File: src/rtl/asm_pkg.sv
package asm_pkg;

    // Bit positions inside the synchronised input vector
    localparam int SYN_BCLK  = 0;
    localparam int SYN_FCLK  = 1;
    localparam int SYN_DATA  = 2;
    localparam int SYN_EN_N  = 3;
    localparam int SYN_LRQ_N = 4;
    localparam int SYN_RRQ_N = 5;
    localparam int SYN_W     = 6;

    // Reset image of the synchroniser: clocks idle, requests released
    localparam logic [SYN_W-1:0] SYN_INIT = 6'b111010;

    typedef struct packed {
        logic left;
        logic right;
    } mute_pair_t;

endpackage

File: src/rtl/asm_sync.sv
module asm_sync #(
    parameter int               WIDTH  = 1,
    parameter int               STAGES = 2,
    parameter logic [WIDTH-1:0] INIT   = '0
) (
    input  logic             clk,
    input  logic             rst,
    input  logic [WIDTH-1:0] din,
    output logic [WIDTH-1:0] dout
);

    logic [WIDTH-1:0] stg_d [STAGES];
    logic [WIDTH-1:0] stg_q [STAGES];

    always_comb begin
        stg_d[0] = din;
        for (int i = 1; i < STAGES; i++) begin
            stg_d[i] = stg_q[i-1];
        end
    end

    always_ff @(posedge clk) begin
        for (int i = 0; i < STAGES; i++) begin
            if (rst) stg_q[i] <= INIT;
            else     stg_q[i] <= stg_d[i];
        end
    end

    assign dout = stg_q[STAGES-1];

endmodule

File: src/rtl/asm_edge.sv
module asm_edge (
    input  logic clk,
    input  logic rst,
    input  logic bclk_s,
    input  logic fclk_s,
    output logic bit_stb,
    output logic frame_end
);

    typedef struct packed {
        logic bclk;
        logic fclk;
    } prev_t;

    prev_t prev_d, prev_q;

    always_comb begin
        prev_d.bclk = bclk_s;
        prev_d.fclk = fclk_s;
    end

    always_ff @(posedge clk) begin
        if (rst) prev_q <= '{bclk: 1'b0, fclk: 1'b1};
        else     prev_q <= prev_d;
    end

    assign bit_stb   = bclk_s & ~prev_q.bclk;
    assign frame_end = ~fclk_s & prev_q.fclk;

    // a frame boundary is a single-cycle pulse
    a_r4_frame_pulse: assert property (@(posedge clk) disable iff (rst)
        frame_end |=> !frame_end);

endmodule

File: src/rtl/asm_run.sv
module asm_run #(
    parameter int RUN_LEN = 8192,
    localparam int CNT_W  = $clog2(RUN_LEN + 1)
) (
    input  logic             clk,
    input  logic             rst,
    input  logic             bit_stb,
    input  logic             bit_val,
    input  logic             frame_end,
    output logic             stuck_o,
    output logic [CNT_W-1:0] count_o
);

    localparam logic [CNT_W-1:0] CNT_MAX = CNT_W'(RUN_LEN);

    typedef struct packed {
        logic [CNT_W-1:0] cnt;
        logic             lvl;
        logic             lvl_ok;
        logic             clean;
        logic             stuck;
    } run_t;

    run_t s_d, s_q;

    always_comb begin
        s_d = s_q;
        // close the frame first: the bit in this cycle belongs to the next one
        if (frame_end) begin
            if (s_q.clean && s_q.lvl_ok && s_q.cnt != CNT_MAX) begin
                s_d.cnt = s_q.cnt + 1'b1;
            end
            s_d.clean = 1'b1;
        end
        if (bit_stb) begin
            if (!s_q.lvl_ok) begin
                s_d.lvl    = bit_val;
                s_d.lvl_ok = 1'b1;
            end else if (bit_val != s_q.lvl) begin
                s_d.lvl   = bit_val;
                s_d.cnt   = '0;
                s_d.clean = 1'b0;
            end
        end
        s_d.stuck = (s_d.cnt == CNT_MAX);
    end

    always_ff @(posedge clk) begin
        if (rst) s_q <= '0;
        else     s_q <= s_d;
    end

    assign stuck_o = s_q.stuck;
    assign count_o = s_q.cnt;

    // the run count never passes its limit
    a_r8_no_overflow: assert property (@(posedge clk) disable iff (rst)
        s_q.cnt <= CNT_MAX);

    // a differing bit clears the run and the stuck flag next cycle
    a_r7_release: assert property (@(posedge clk) disable iff (rst)
        (bit_stb && s_q.lvl_ok && bit_val != s_q.lvl) |=> (s_q.cnt == '0 && !s_q.stuck));

    // without a disturbing bit the stuck flag holds
    a_r8_hold: assert property (@(posedge clk) disable iff (rst)
        (s_q.stuck && !(bit_stb && bit_val != s_q.lvl)) |=> s_q.stuck);

    // the count only moves by one per frame boundary
    a_r4_step: assert property (@(posedge clk) disable iff (rst)
        (!frame_end && !bit_stb) |=> $stable(s_q.cnt));

endmodule

File: src/rtl/audio_stuck_mute.sv
module audio_stuck_mute #(
    parameter int RUN_LEN     = 8192,
    parameter int SYNC_STAGES = 2
) (
    input  logic clk,
    input  logic rst,
    input  logic bit_clk_i,
    input  logic frame_clk_i,
    input  logic sdata_i,
    input  logic amute_en_n,
    input  logic mute_l_req_n,
    input  logic mute_r_req_n,
    output logic mute_l_o,
    output logic mute_r_o
);

    import asm_pkg::*;

    localparam int CNT_W = $clog2(RUN_LEN + 1);

    logic [SYN_W-1:0] raw_in, syn;
    logic             bit_stb, frame_end, stuck;
    logic [CNT_W-1:0] run_cnt;
    mute_pair_t       out_d, out_q;

    always_comb begin
        raw_in            = '0;
        raw_in[SYN_BCLK]  = bit_clk_i;
        raw_in[SYN_FCLK]  = frame_clk_i;
        raw_in[SYN_DATA]  = sdata_i;
        raw_in[SYN_EN_N]  = amute_en_n;
        raw_in[SYN_LRQ_N] = mute_l_req_n;
        raw_in[SYN_RRQ_N] = mute_r_req_n;
    end

    asm_sync #(
        .WIDTH  (SYN_W),
        .STAGES (SYNC_STAGES),
        .INIT   (SYN_INIT)
    ) u_sync (
        .clk  (clk),
        .rst  (rst),
        .din  (raw_in),
        .dout (syn)
    );

    asm_edge u_edge (
        .clk       (clk),
        .rst       (rst),
        .bclk_s    (syn[SYN_BCLK]),
        .fclk_s    (syn[SYN_FCLK]),
        .bit_stb   (bit_stb),
        .frame_end (frame_end)
    );

    asm_run #(
        .RUN_LEN (RUN_LEN)
    ) u_run (
        .clk       (clk),
        .rst       (rst),
        .bit_stb   (bit_stb),
        .bit_val   (syn[SYN_DATA]),
        .frame_end (frame_end),
        .stuck_o   (stuck),
        .count_o   (run_cnt)
    );

    always_comb begin
        logic auto_m;
        auto_m      = stuck & ~syn[SYN_EN_N];
        out_d.left  = auto_m | ~syn[SYN_LRQ_N];
        out_d.right = auto_m | ~syn[SYN_RRQ_N];
    end

    always_ff @(posedge clk) begin
        if (rst) out_q <= '0;
        else     out_q <= out_d;
    end

    assign mute_l_o = out_q.left;
    assign mute_r_o = out_q.right;

    // a left request forces the left output
    a_r2_left_req: assert property (@(posedge clk) disable iff (rst)
        !syn[SYN_LRQ_N] |=> mute_l_o);

    // a right request forces the right output
    a_r3_right_req: assert property (@(posedge clk) disable iff (rst)
        !syn[SYN_RRQ_N] |=> mute_r_o);

    // with auto-mute disabled and no request the left output stays clear
    a_r9_gate_left: assert property (@(posedge clk) disable iff (rst)
        (syn[SYN_EN_N] && syn[SYN_LRQ_N]) |=> !mute_l_o);

    // an enabled stuck condition mutes both channels together
    a_r4_both: assert property (@(posedge clk) disable iff (rst)
        (stuck && !syn[SYN_EN_N]) |=> (mute_l_o && mute_r_o));

    // the run count seen here stays in range
    a_r8_cnt_range: assert property (@(posedge clk) disable iff (rst)
        run_cnt <= CNT_W'(RUN_LEN));

endmodule

File: config.mk
export PLATFORM = sky130hd
export DESIGN_NAME = audio_stuck_mute
export DESIGN_NICKNAME = d
export VERILOG_FILES = /design/src/rtl/asm_pkg.sv /design/src/rtl/asm_sync.sv /design/src/rtl/asm_edge.sv /design/src/rtl/asm_run.sv /design/src/rtl/audio_stuck_mute.sv
export SDC_FILE = /design/constraint.sdc
export NUM_CORES = 1
export LEC_CHECK = 0
export ABC_AREA = 1
export BUFFER_PORTS_ARGS = -buffer_cell sky130_fd_sc_hd__buf_4
export CORE_MARGIN = 4
export CORE_UTILIZATION = 67
export CTS_BUF_LIST = sky130_fd_sc_hd__clkbuf_8
export DETAILED_ROUTE_END_ITERATION = 6
export PLACE_DENSITY_LB_ADDON = 0.3
export SYNTH_ARGS = -nofsm -noshare
export SYNTH_HDL_FRONTEND = slang
export SYNTH_HIERARCHICAL = 1
export SYNTH_SLANG_ARGS = --single-unit
export TNS_END_PERCENT = 100
File: constraint.sdc
create_clock -name clk -period 3.1 [get_ports clk]
set_input_delay 0.465 -clock clk [delete_from_list [all_inputs] [get_ports clk]]
set_output_delay 0.465 -clock clk [all_outputs]
set_load 0.02 [all_outputs]
# Word-level counts from Yosys, hierarchy flattened
# Memory sizes are Yosys's and may differ from the RTL's.
# Index checks and enable logic that the tools add are counted.
# W data, S select, Z words.
classes:
  add_sub_neg: 1
  eq_ne: 4
  muxes: 14
  bitwise_logic: 12
  n_reduce_logical: 3
op_table:
  columns: ["op", "n"]
  rows:
  - ["$mux W14", 3]
  - ["$mux W17", 1]
  - ["$mux W15", 1]
  - ["$add A14 B1 Y14 const B", 1]
  - ["$eq A14 B14 Y1 const B", 1]
  - ["$ne A14 B14 Y1 const B", 1]
  - ["$mux W6", 2]
  - ["$mux W1", 7]
  - ["$not A1 Y1", 5]
  - ["$or A1 B1 Y1", 4]
  - ["$and A1 B1 Y1", 3]
  - ["$logic_and A1 B1 Y1", 2]
  - ["$ne A2 B2 Y1 const B", 1]
  - ["$reduce_and A2 Y1", 1]
  - ["$ne A1 B1 Y1", 1]
totals:
  regBits: 22
  mem_bits_rw: 12
  word_cells: 44
  memories: 1
mem_list:
  columns: ["name", "depth", "word_bits", "read_ports", "rd_ports_with_merged_regs", "write_ports", "line_no", "rtl"]
  rows:
  - ["u_sync.stg_q", 2, 6, 2, 0, 2, "asm_sync.sv:13", "logic [WIDTH-1:0] stg_q [STAGES];"]

# Logic depth before layout (Yosys ltp)
# Gate-level depths: netlist (run 1).
depth:
  word_depth: 8
  mapped_depth: 16
  mapped_depth_nobuf: 15

# By module
# Netlist (run 1), hierarchy kept.
modules_own_cells:
  columns: ["mod", "instances", "cells_per_inst", "area_per_inst_um2"]
  rows:
  - ["asm_run", 1, 202, 1323.8]
  - ["asm_sync", 1, 37, 336.6]
  - ["asm_edge", 1, 10, 70.1]
  - ["audio_stuck_mute", 1, 6, 57.6]

# Worst setup path after synthesis (run 1)
# OpenSTA, ideal clock, no wires.
synth_path:
  path_kind: "register to register"
  startpoint: "register u_run.s_q (netlist bit u_run/count_o[0])"
  endpoint: "register u_run.s_q (netlist bit u_run/stuck_o)"
  setup_ps: 64
  arrival_ps: 1495
  path_slack_ps: 1541
  stages_incl_launch_ff: 17
  n_path_buf: 1
  cell_sequence: "dfxtp_1 > inv_1 > ha_1 > inv_1 > nor2_1 > nand2_1 > nor2_2 > nand2_4 > buf_6 > nand3_1 > nand2_1 > inv_1 > nand2_1 > nand2_1 > nor2_1 > nand3_1 > nor2_1"
synth_via:
  elab_chain_cells: 8
  elab_cells_between_ends: 9
  classes_between: "add/sub (1); eq/ne (2); mux (5); reduce/logical (1)"
synth_lines:
  columns: ["item", "line_no", "rtl"]
  rows:
  - ["from (decl)", "asm_run.sv:24", "run_t s_d, s_q;"]
  - ["from (signal assigned)", "asm_run.sv:49", "if (rst) s_q <= '0;"]
  - ["from (signal assigned)", "asm_run.sv:50", "else s_q <= s_d;"]
  - ["parallel branches: the longest is 3 deep, another holds $add A14 B1 Y14", null, null]
  - ["$mux W14 *", "asm_run.sv:29", "if (frame_end) begin"]
  - ["$mux W15", "asm_run.sv:39", "end else if (bit_val != s_q.lvl) begin"]
  - ["$mux W14", "asm_run.sv:36", "if (!s_q.lvl_ok) begin"]
  - ["$mux W17 *", "asm_run.sv:35", "if (bit_stb) begin"]
  - ["$eq A14 B14 Y1 *", "asm_run.sv:45", "s_d.stuck = (s_d.cnt == CNT_MAX);"]
# Every way passes the cells marked *. The select of a mux whose other input is x is not followed.
# A chain may end at the register's enable or synchronous reset.

# Worst setup path after layout (run 1)
layout_path:
  startpoint: "register u_run.s_q (netlist bit u_run/count_o[1])"
  endpoint: "register u_run.s_q (netlist bit u_run/stuck_o)"
# Same word-level chain as after synthesis.

==> flow_summary.toml, run 1 <==
[floorplanning]
die_w_microns = 58.12
io_pins = 10
dieHeight_microns = 58.12
coreArea_sq_um = 2297
initial_core_util_pct = 73.26
die_area_sq_um = 3377
rows = 17

[clocking]
root_buffer = "clkbuf_8"
cts_sinks = 34
cts_tree = "yes"
cts_max_level = 2
clk_pin_slew_ps = 70
numCtsBuffers = 5
insertion_delay_ps = 280
hold_buffers = 0
cts_resized = 0
cts_buffer_depth = 2
post-cts-setup-buffers = 0

[worst_hold_path]
min_path_type = "in -> reg"

[critical_path]
crit_path_cell_trace = "inv_1 -> ha_1 -> inv_1 -> nor2_1 -> nand2_1 -> nor2_2 -> nand2_4 -> nand2_2 -> o21ai_0 -> nor2_1 -> nor2_1 -> nand3_1 -> nor2_1"
crit_family = "simple AND/OR/NAND/NOR gates"
critPathBufInv = 2
crit_required_ps = 3320
crit_top_cell = "nor2_1"
endpoint_kind = "flip-flop"
critPathLaunchType = "flip-flop"
critPathMaxStageDelay_ps = 430
cp_slowest_cell = "dfxtp_1"
worst-setup-path-type = "reg -> reg"
cp.arrival_ps = 2180
crit_fanout = 21

[placed_design]
placed_area_sq_um = 1745
port_buffers = 9
hpwlAfterDp_microns = 2346
routabilityCongestion = 0.8757

[sta]
finalMaxSlewViolations = 0
fmax_ghz = 0.5098
rsz0062_at_grt = "false"
finalSetupViolCount = 0
skew_ps = 3.967
max-slew-margin-rel_pct = 66.47
tns_ps = 0
layout_min_cycle_time_ps = 1961
worst_slew_pin_slew_ps = 502.5
hold_viol = 0
finalCritPeriodShare_pct = 63.27

[status]
run_status = "complete, no violations"

[global_routing]
grt_max_degree = 26
track_usage_pct = 22.75
grt_antenna_before_repair = 0
overflow = 0
grt_pass1_vias = 1391
grt_pass1_wl_microns = 5871

[cells_and_area]
antenna-diode-count = 0
n_fill_cell = 172
final_area_sq_um = 1829
drive_above_1_share_pct = 16.73
layout-area-overhead-vs-synth_pct = 8.699
nNetsFinal = 262

[route]
route.vias.total = 1468
routedWlPerCell_microns = 11.74
drtPass1Iterations = 4
totalWireLength_microns = 3275
ant_nets = 0
via_per_inst = 5.262
drt-initial-drc-count = 158
route.detailed.drc = 0

[power]
p_comb_share_pct = 4.2
p_seq_share_pct = 57.1
vdd_drop_max_v = 0.0004384
leakage_nw = 0.8811
p_switching_w = 0.0001769
clockPowerShare_pct = 38.7
powerDensity_nw_per_um2 = 432.4
p_int_w = 0.0006140
swShare_pct = 22.37

[synth]
yosysWarningCount = 6
avgSynthCellArea_sq_um = 6.983
syn_area_sq_um = 1683
synth_fp_nets = 252
syn-instance-count = 241

[flow_run]
drv_cap = 0
[worst register-to-register path: cells and delay by family, from the launching register on]
kind / cells / cell delay, ps
AND/OR/NAND/NOR: 9 / 880
AO/OA/AOI/OAI: 1 / 260
adder cells (fa/ha/maj): 1 / 200
buffers and inverters: 2 / 140
flip-flops: 1 / 430
[through the flow]
| stage | setup WS (ps) | utilization [%] | cells | hold WS (ps) | power [W] |
|---|---|---|---|---|---|
| global placement | 1241 | 75.98 | 272 | 389.8 | 0.0004927 |
| CTS | 1176 | 79.63 | 279 | 361.0 | 0.0007983 |
| global route | 930.2 | 79.63 | 279 | 372.6 | 0.0008270 |
| floorplan | 1543 | - | 241 | 383.0 | 0.0004805 |
| detailed placement | 1193 | 75.98 | 272 | 398.2 | 0.0004948 |
| finish | 1139 | 79.63 | 279 | 364.8 | 0.0007909 |
[power groups by stage]
| stage | clock (W) | sequential [W] | combinational (W) |
|---|---|---|---|
| 3_3_place_gp | 0 | 0.000461 | 0.0000322 |
| 3_5_place_dp | 0 | 0.000461 | 0.0000336 |
| 5_1_grt | 0.000336 | 0.000452 | 0.0000387 |
| 4_1_cts | 0.000313 | 0.000451 | 0.0000338 |
| 6_report | 0.000306 | 0.000451 | 0.0000334 |
| 2_1_floorplan | 0 | 0.000461 | 0.0000193 |
[final timing paths]
kind	end	start	slack (ps)	depth (start not counted)
hold / removal	u_sync/stg_q[0][5]$_SDFF_PP1_	mute_r_req_n	360	3
setup reg to reg	u_run/stuck_o$_SDFF_PP0_	u_run/count_o[1]$_SDFF_PP0_	1140	13
setup / recovery	u_run/stuck_o$_SDFF_PP0_	u_run/count_o[1]$_SDFF_PP0_	1140	13
hold reg to reg	u_sync/stg_q[1][0]$_SDFF_PP0_	u_sync/stg_q[0][0]$_SDFF_PP0_	410	2
[placed cells by master (no fill, tap or decap), types with 2 or more instances in the layout]
| cell type | count |
|---|---|
| inv_2 | 5 |
| clkinvlp_4 | 2 |
| nand2_2 | 4 |
| buf_4 | 10 |
| o21ai_0 | 3 |
| a21oi_1 | 4 |
| clkbuf_8 | 5 |
| inv_1 | 40 |
| ha_1 | 3 |
| nor2_4 | 2 |
| nand2_1 | 51 |
| nand4_1 | 11 |
| nand3_2 | 5 |
| nor2_2 | 5 |
| dfxtp_1 | 34 |
| nor2_1 | 37 |
| nor3_1 | 4 |
| nand3_1 | 17 |
| o21bai_1 | 3 |
[area by class of cell]
| type | instances | area, sq um | share of cell area, % |
|---|---|---|---|
| well taps | 28 | 35.03 | 1.915 |
| inverters | 45 | 168.9 | 9.234 |
| multi-input cells | 155 | 785.8 | 42.95 |
| repair buffers | 10 | 75.07 | 4.104 |
| clock buffers | 5 | 68.82 | 3.762 |
| flip-flops and latches | 34 | 680.7 | 37.21 |
| clock inverters | 2 | 15.01 | 0.8208 |
[routing by layer]
metal  up-vias  routed length (microns)  track usage [%]
met5         -                        0                0
li1        767                        -                -
met4         0                       28            8.940
met3         4                      229            4.009
met2        54                     1658            40.97
met1       643                     1358            26.47
[sequential cells by signal, indices dropped and copies added, names as in the netlist]
register and flops:
u_run/count_o 14, u_sync/stg_q 12, u_run/s_q 3, u_edge/prev_q 2
mute_l_o 1, mute_r_o 1, u_run/stuck_o 1
No activity file was read; power rests on OpenSTA's default activity.
==> run 2, diff against run 1 <==
--- a/config.mk
+++ b/config.mk
@@ -8,7 +8,7 @@
 export ABC_AREA = 1
 export BUFFER_PORTS_ARGS = -buffer_cell sky130_fd_sc_hd__buf_4
 export CORE_MARGIN = 4
-export CORE_UTILIZATION = 67
+export CORE_UTILIZATION = 56
 export CTS_BUF_LIST = sky130_fd_sc_hd__clkbuf_8
 export DETAILED_ROUTE_END_ITERATION = 6
 export PLACE_DENSITY_LB_ADDON = 0.3
==> constraint.sdc (replaced) <==
create_clock -name clk -period 1.79 [get_ports clk]
set_input_delay 0.2685 -clock clk [delete_from_list [all_inputs] [get_ports clk]]
set_output_delay 0.2685 -clock clk [all_outputs]
set_load 0.02 [all_outputs]
==> run 2 against run 1 <==
Cell count up 5.0%; setup slack worse by 1000 ps; maximum frequency up 16%; critical endpoint unchanged; via count up 6.2%; largest power group is now the clock network; sequential share of layout area down 3.8 points; utilization down 6.7 points; worst hold slack worse by 210 ps.
==> flow_summary.toml, run 2 (synthesis gave the netlist of run 1 again) <==
[status]
run_status = "complete, no violations"

[power]
powerDensity_nw_per_um2 = 827.0
p_int_w = 0.001356
vdd_drop_max_v = 0.0006815
leakage_nw = 0.9977
clockPowerShare_pct = 50.5
swShare_pct = 19.81
p_comb_share_pct = 3.4
p_switching_w = 0.0003349
p_seq_share_pct = 46.2

[placed_design]
hpwlAfterDp_microns = 2287
port_buffers = 9
placedCellCount = 281
routabilityCongestion = 0.8919
pre_cts_ws_ps = 63.40

[clocking]
cts_tree = "yes"
numCtsBuffers = 5
cts_buffer_depth = 2
hold_buffers = 0
clk_pin_slew_ps = 70
cts_max_level = 2
cts_sinks = 34
insertion_delay_ps = 290
root_buffer = "clkbuf_8"

[global_routing]
grt_pass1_vias = 1338
grt_antenna_before_repair = 0
overflow = 0
track_usage_pct = 17.99
grt_max_degree = 26
grt_pass1_wl_microns = 5651

[sta]
fmax_ghz = 0.5890
max-slew-margin-rel_pct = 81.26
finalSetupViolCount = 0
hold_slack_ps = 152.1
finalMaxSlewViolations = 0
layout_min_cycle_time_ps = 1698
hold_viol = 0
worst_slew_pin_slew_ps = 279.0
finalCritPeriodShare_pct = 94.85
skew_ps = 10.19
finalWorstSetupSlack_ps = 92.12

[cells_and_area]
drive_above_1_share_pct = 25.57
layout_commonest_cell = "nand2_1"
layout-area-overhead-vs-synth_pct = 21.49
layoutNonFillerInstCount = 293
most-common-layout-cells = "47 x nand2_1, 39 x inv_1, 35 x nor2_1"
antenna-diode-count = 0
nNetsFinal = 272
largest_reg_flops = 14
n_fill_cell = 224

[worst_hold_path]
min_path_type = "in -> reg"
min_path_cells = 3

[route]
totalWireLength_microns = 3413
drt-initial-drc-count = 142
via_per_inst = 5.321
route.vias.total = 1559
routedWlPerCell_microns = 11.65
drtPass1Iterations = 4
route.detailed.drc = 0
ant_nets = 0

[critical_path]
r2r_slack_ps = 90
crit_required_ps = 2020
rr_worst_depth = 14
cp.arrival_ps = 1930
endpoint_kind = "flip-flop"
startpoint = "u_run/count_o[0]$_SDFF_PP0_"
worst-setup-path-type = "reg -> reg"
crit_fanout = 6
endpoint = "u_run/stuck_o$_SDFF_PP0_"
r2r_start = "u_run/count_o[0]$_SDFF_PP0_"
critPathLaunchType = "flip-flop"
rr_endpoint = "u_run/stuck_o$_SDFF_PP0_"

[floorplanning]
coreArea_sq_um = 2805
dieHeight_microns = 62.82
io_pins = 10
die_w_microns = 62.82
rows = 19
die_area_sq_um = 3946
initial_core_util_pct = 59.99

[flow_run]
drv_cap = 0
run 2: cell count changes in the layout (fill, tap and decap cells not counted), sizes merged:
cell      before  now
buf           10   19
bufinv         0    2
clkbuf         5    6
clkinv         0    1
clkinvlp       2    0
run 2: power by group through the flow:
| stage | Sequential [W] | Clock [W] | Combinational, W |
|---|---|---|---|
| 2_1_floorplan | 0.000799 | 0 | 0.0000335 |
| 3_3_place_gp | 0.000798 | 0 | 0.0000555 |
| 3_5_place_dp | 0.000798 | 0 | 0.0000572 |
| 4_1_cts | 0.000781 | 0.000862 | 0.0000574 |
| 5_1_grt | 0.000782 | 0.000907 | 0.0000658 |
| 6_report | 0.000781 | 0.000853 | 0.0000567 |
run 2: timing repair:
item / 4_1_cts / 5_1_grt
endpoints found under the setup margin: 0 / 1
setup buffers: 0 / 3
resized for setup: 0 / 17
run 2: final cells by class:
cell class              instances  area, sq um  share of cell area, %
clock buffers                   5        68.82                  3.366
multi-input cells             155        829.5                  40.58
well taps                      31        38.79                  1.897
clock inverters                 3        68.82                  3.366
flip-flops and latches         34        683.2                  33.41
inverters                      45        171.4                  8.384
repair buffers                 20        183.9                  8.996
run 2: per-stage QoR:
stage | total power, W | cell area, sq um | util, % | TNS (ps)
detailed placement | 0.0008556 | 1807 | 64.41 | 0
finish | 0.001691 | 2044 | 72.88 | 0
CTS | 0.001700 | 1944 | 69.31 | 0
floorplan | 0.0008321 | 1683 | - | 0
global placement | 0.0008532 | 1807 | 64.41 | 0
global route | 0.001755 | 2044 | 72.88 | -74.15
run 2: worst min path at each step:
stage,startpoint,to
after floorplan,rst,mute_l_o$_SDFF_PP0_
after global placement,u_sync/stg_q[0][4]$_SDFF_PP1_,u_sync/stg_q[1][4]$_SDFF_PP1_
after detailed placement,u_sync/stg_q[0][4]$_SDFF_PP1_,u_sync/stg_q[1][4]$_SDFF_PP1_
after CTS,frame_clk_i,u_sync/stg_q[0][1]$_SDFF_PP1_
after global routing,mute_r_req_n,u_sync/stg_q[0][5]$_SDFF_PP1_
final,frame_clk_i,u_sync/stg_q[0][1]$_SDFF_PP1_
run 2: metal layers:
layer  global-route usage, %  up-vias  share of wire [%]
li1                        -      790                  -
met1                   21.13      712                 43
met2                   30.36       48                 48
met3                   4.317        9                6.2
met4                   9.091        0                2.8
met5                       0        -                  0
run 2: critical path, cell delays in order, from the launching register on:
cell,delay [ps]
dfxtp_2,340
inv_2,50
ha_1,140
inv_1,40
nor2_1,80
nand2_1,60
nor2_2,140
nand2_4,110
nand2_2,150
o21bai_1,80
nand3_1,130
nand2_2,80
nor2_2,100
nand2_1,60
nor2_1,70
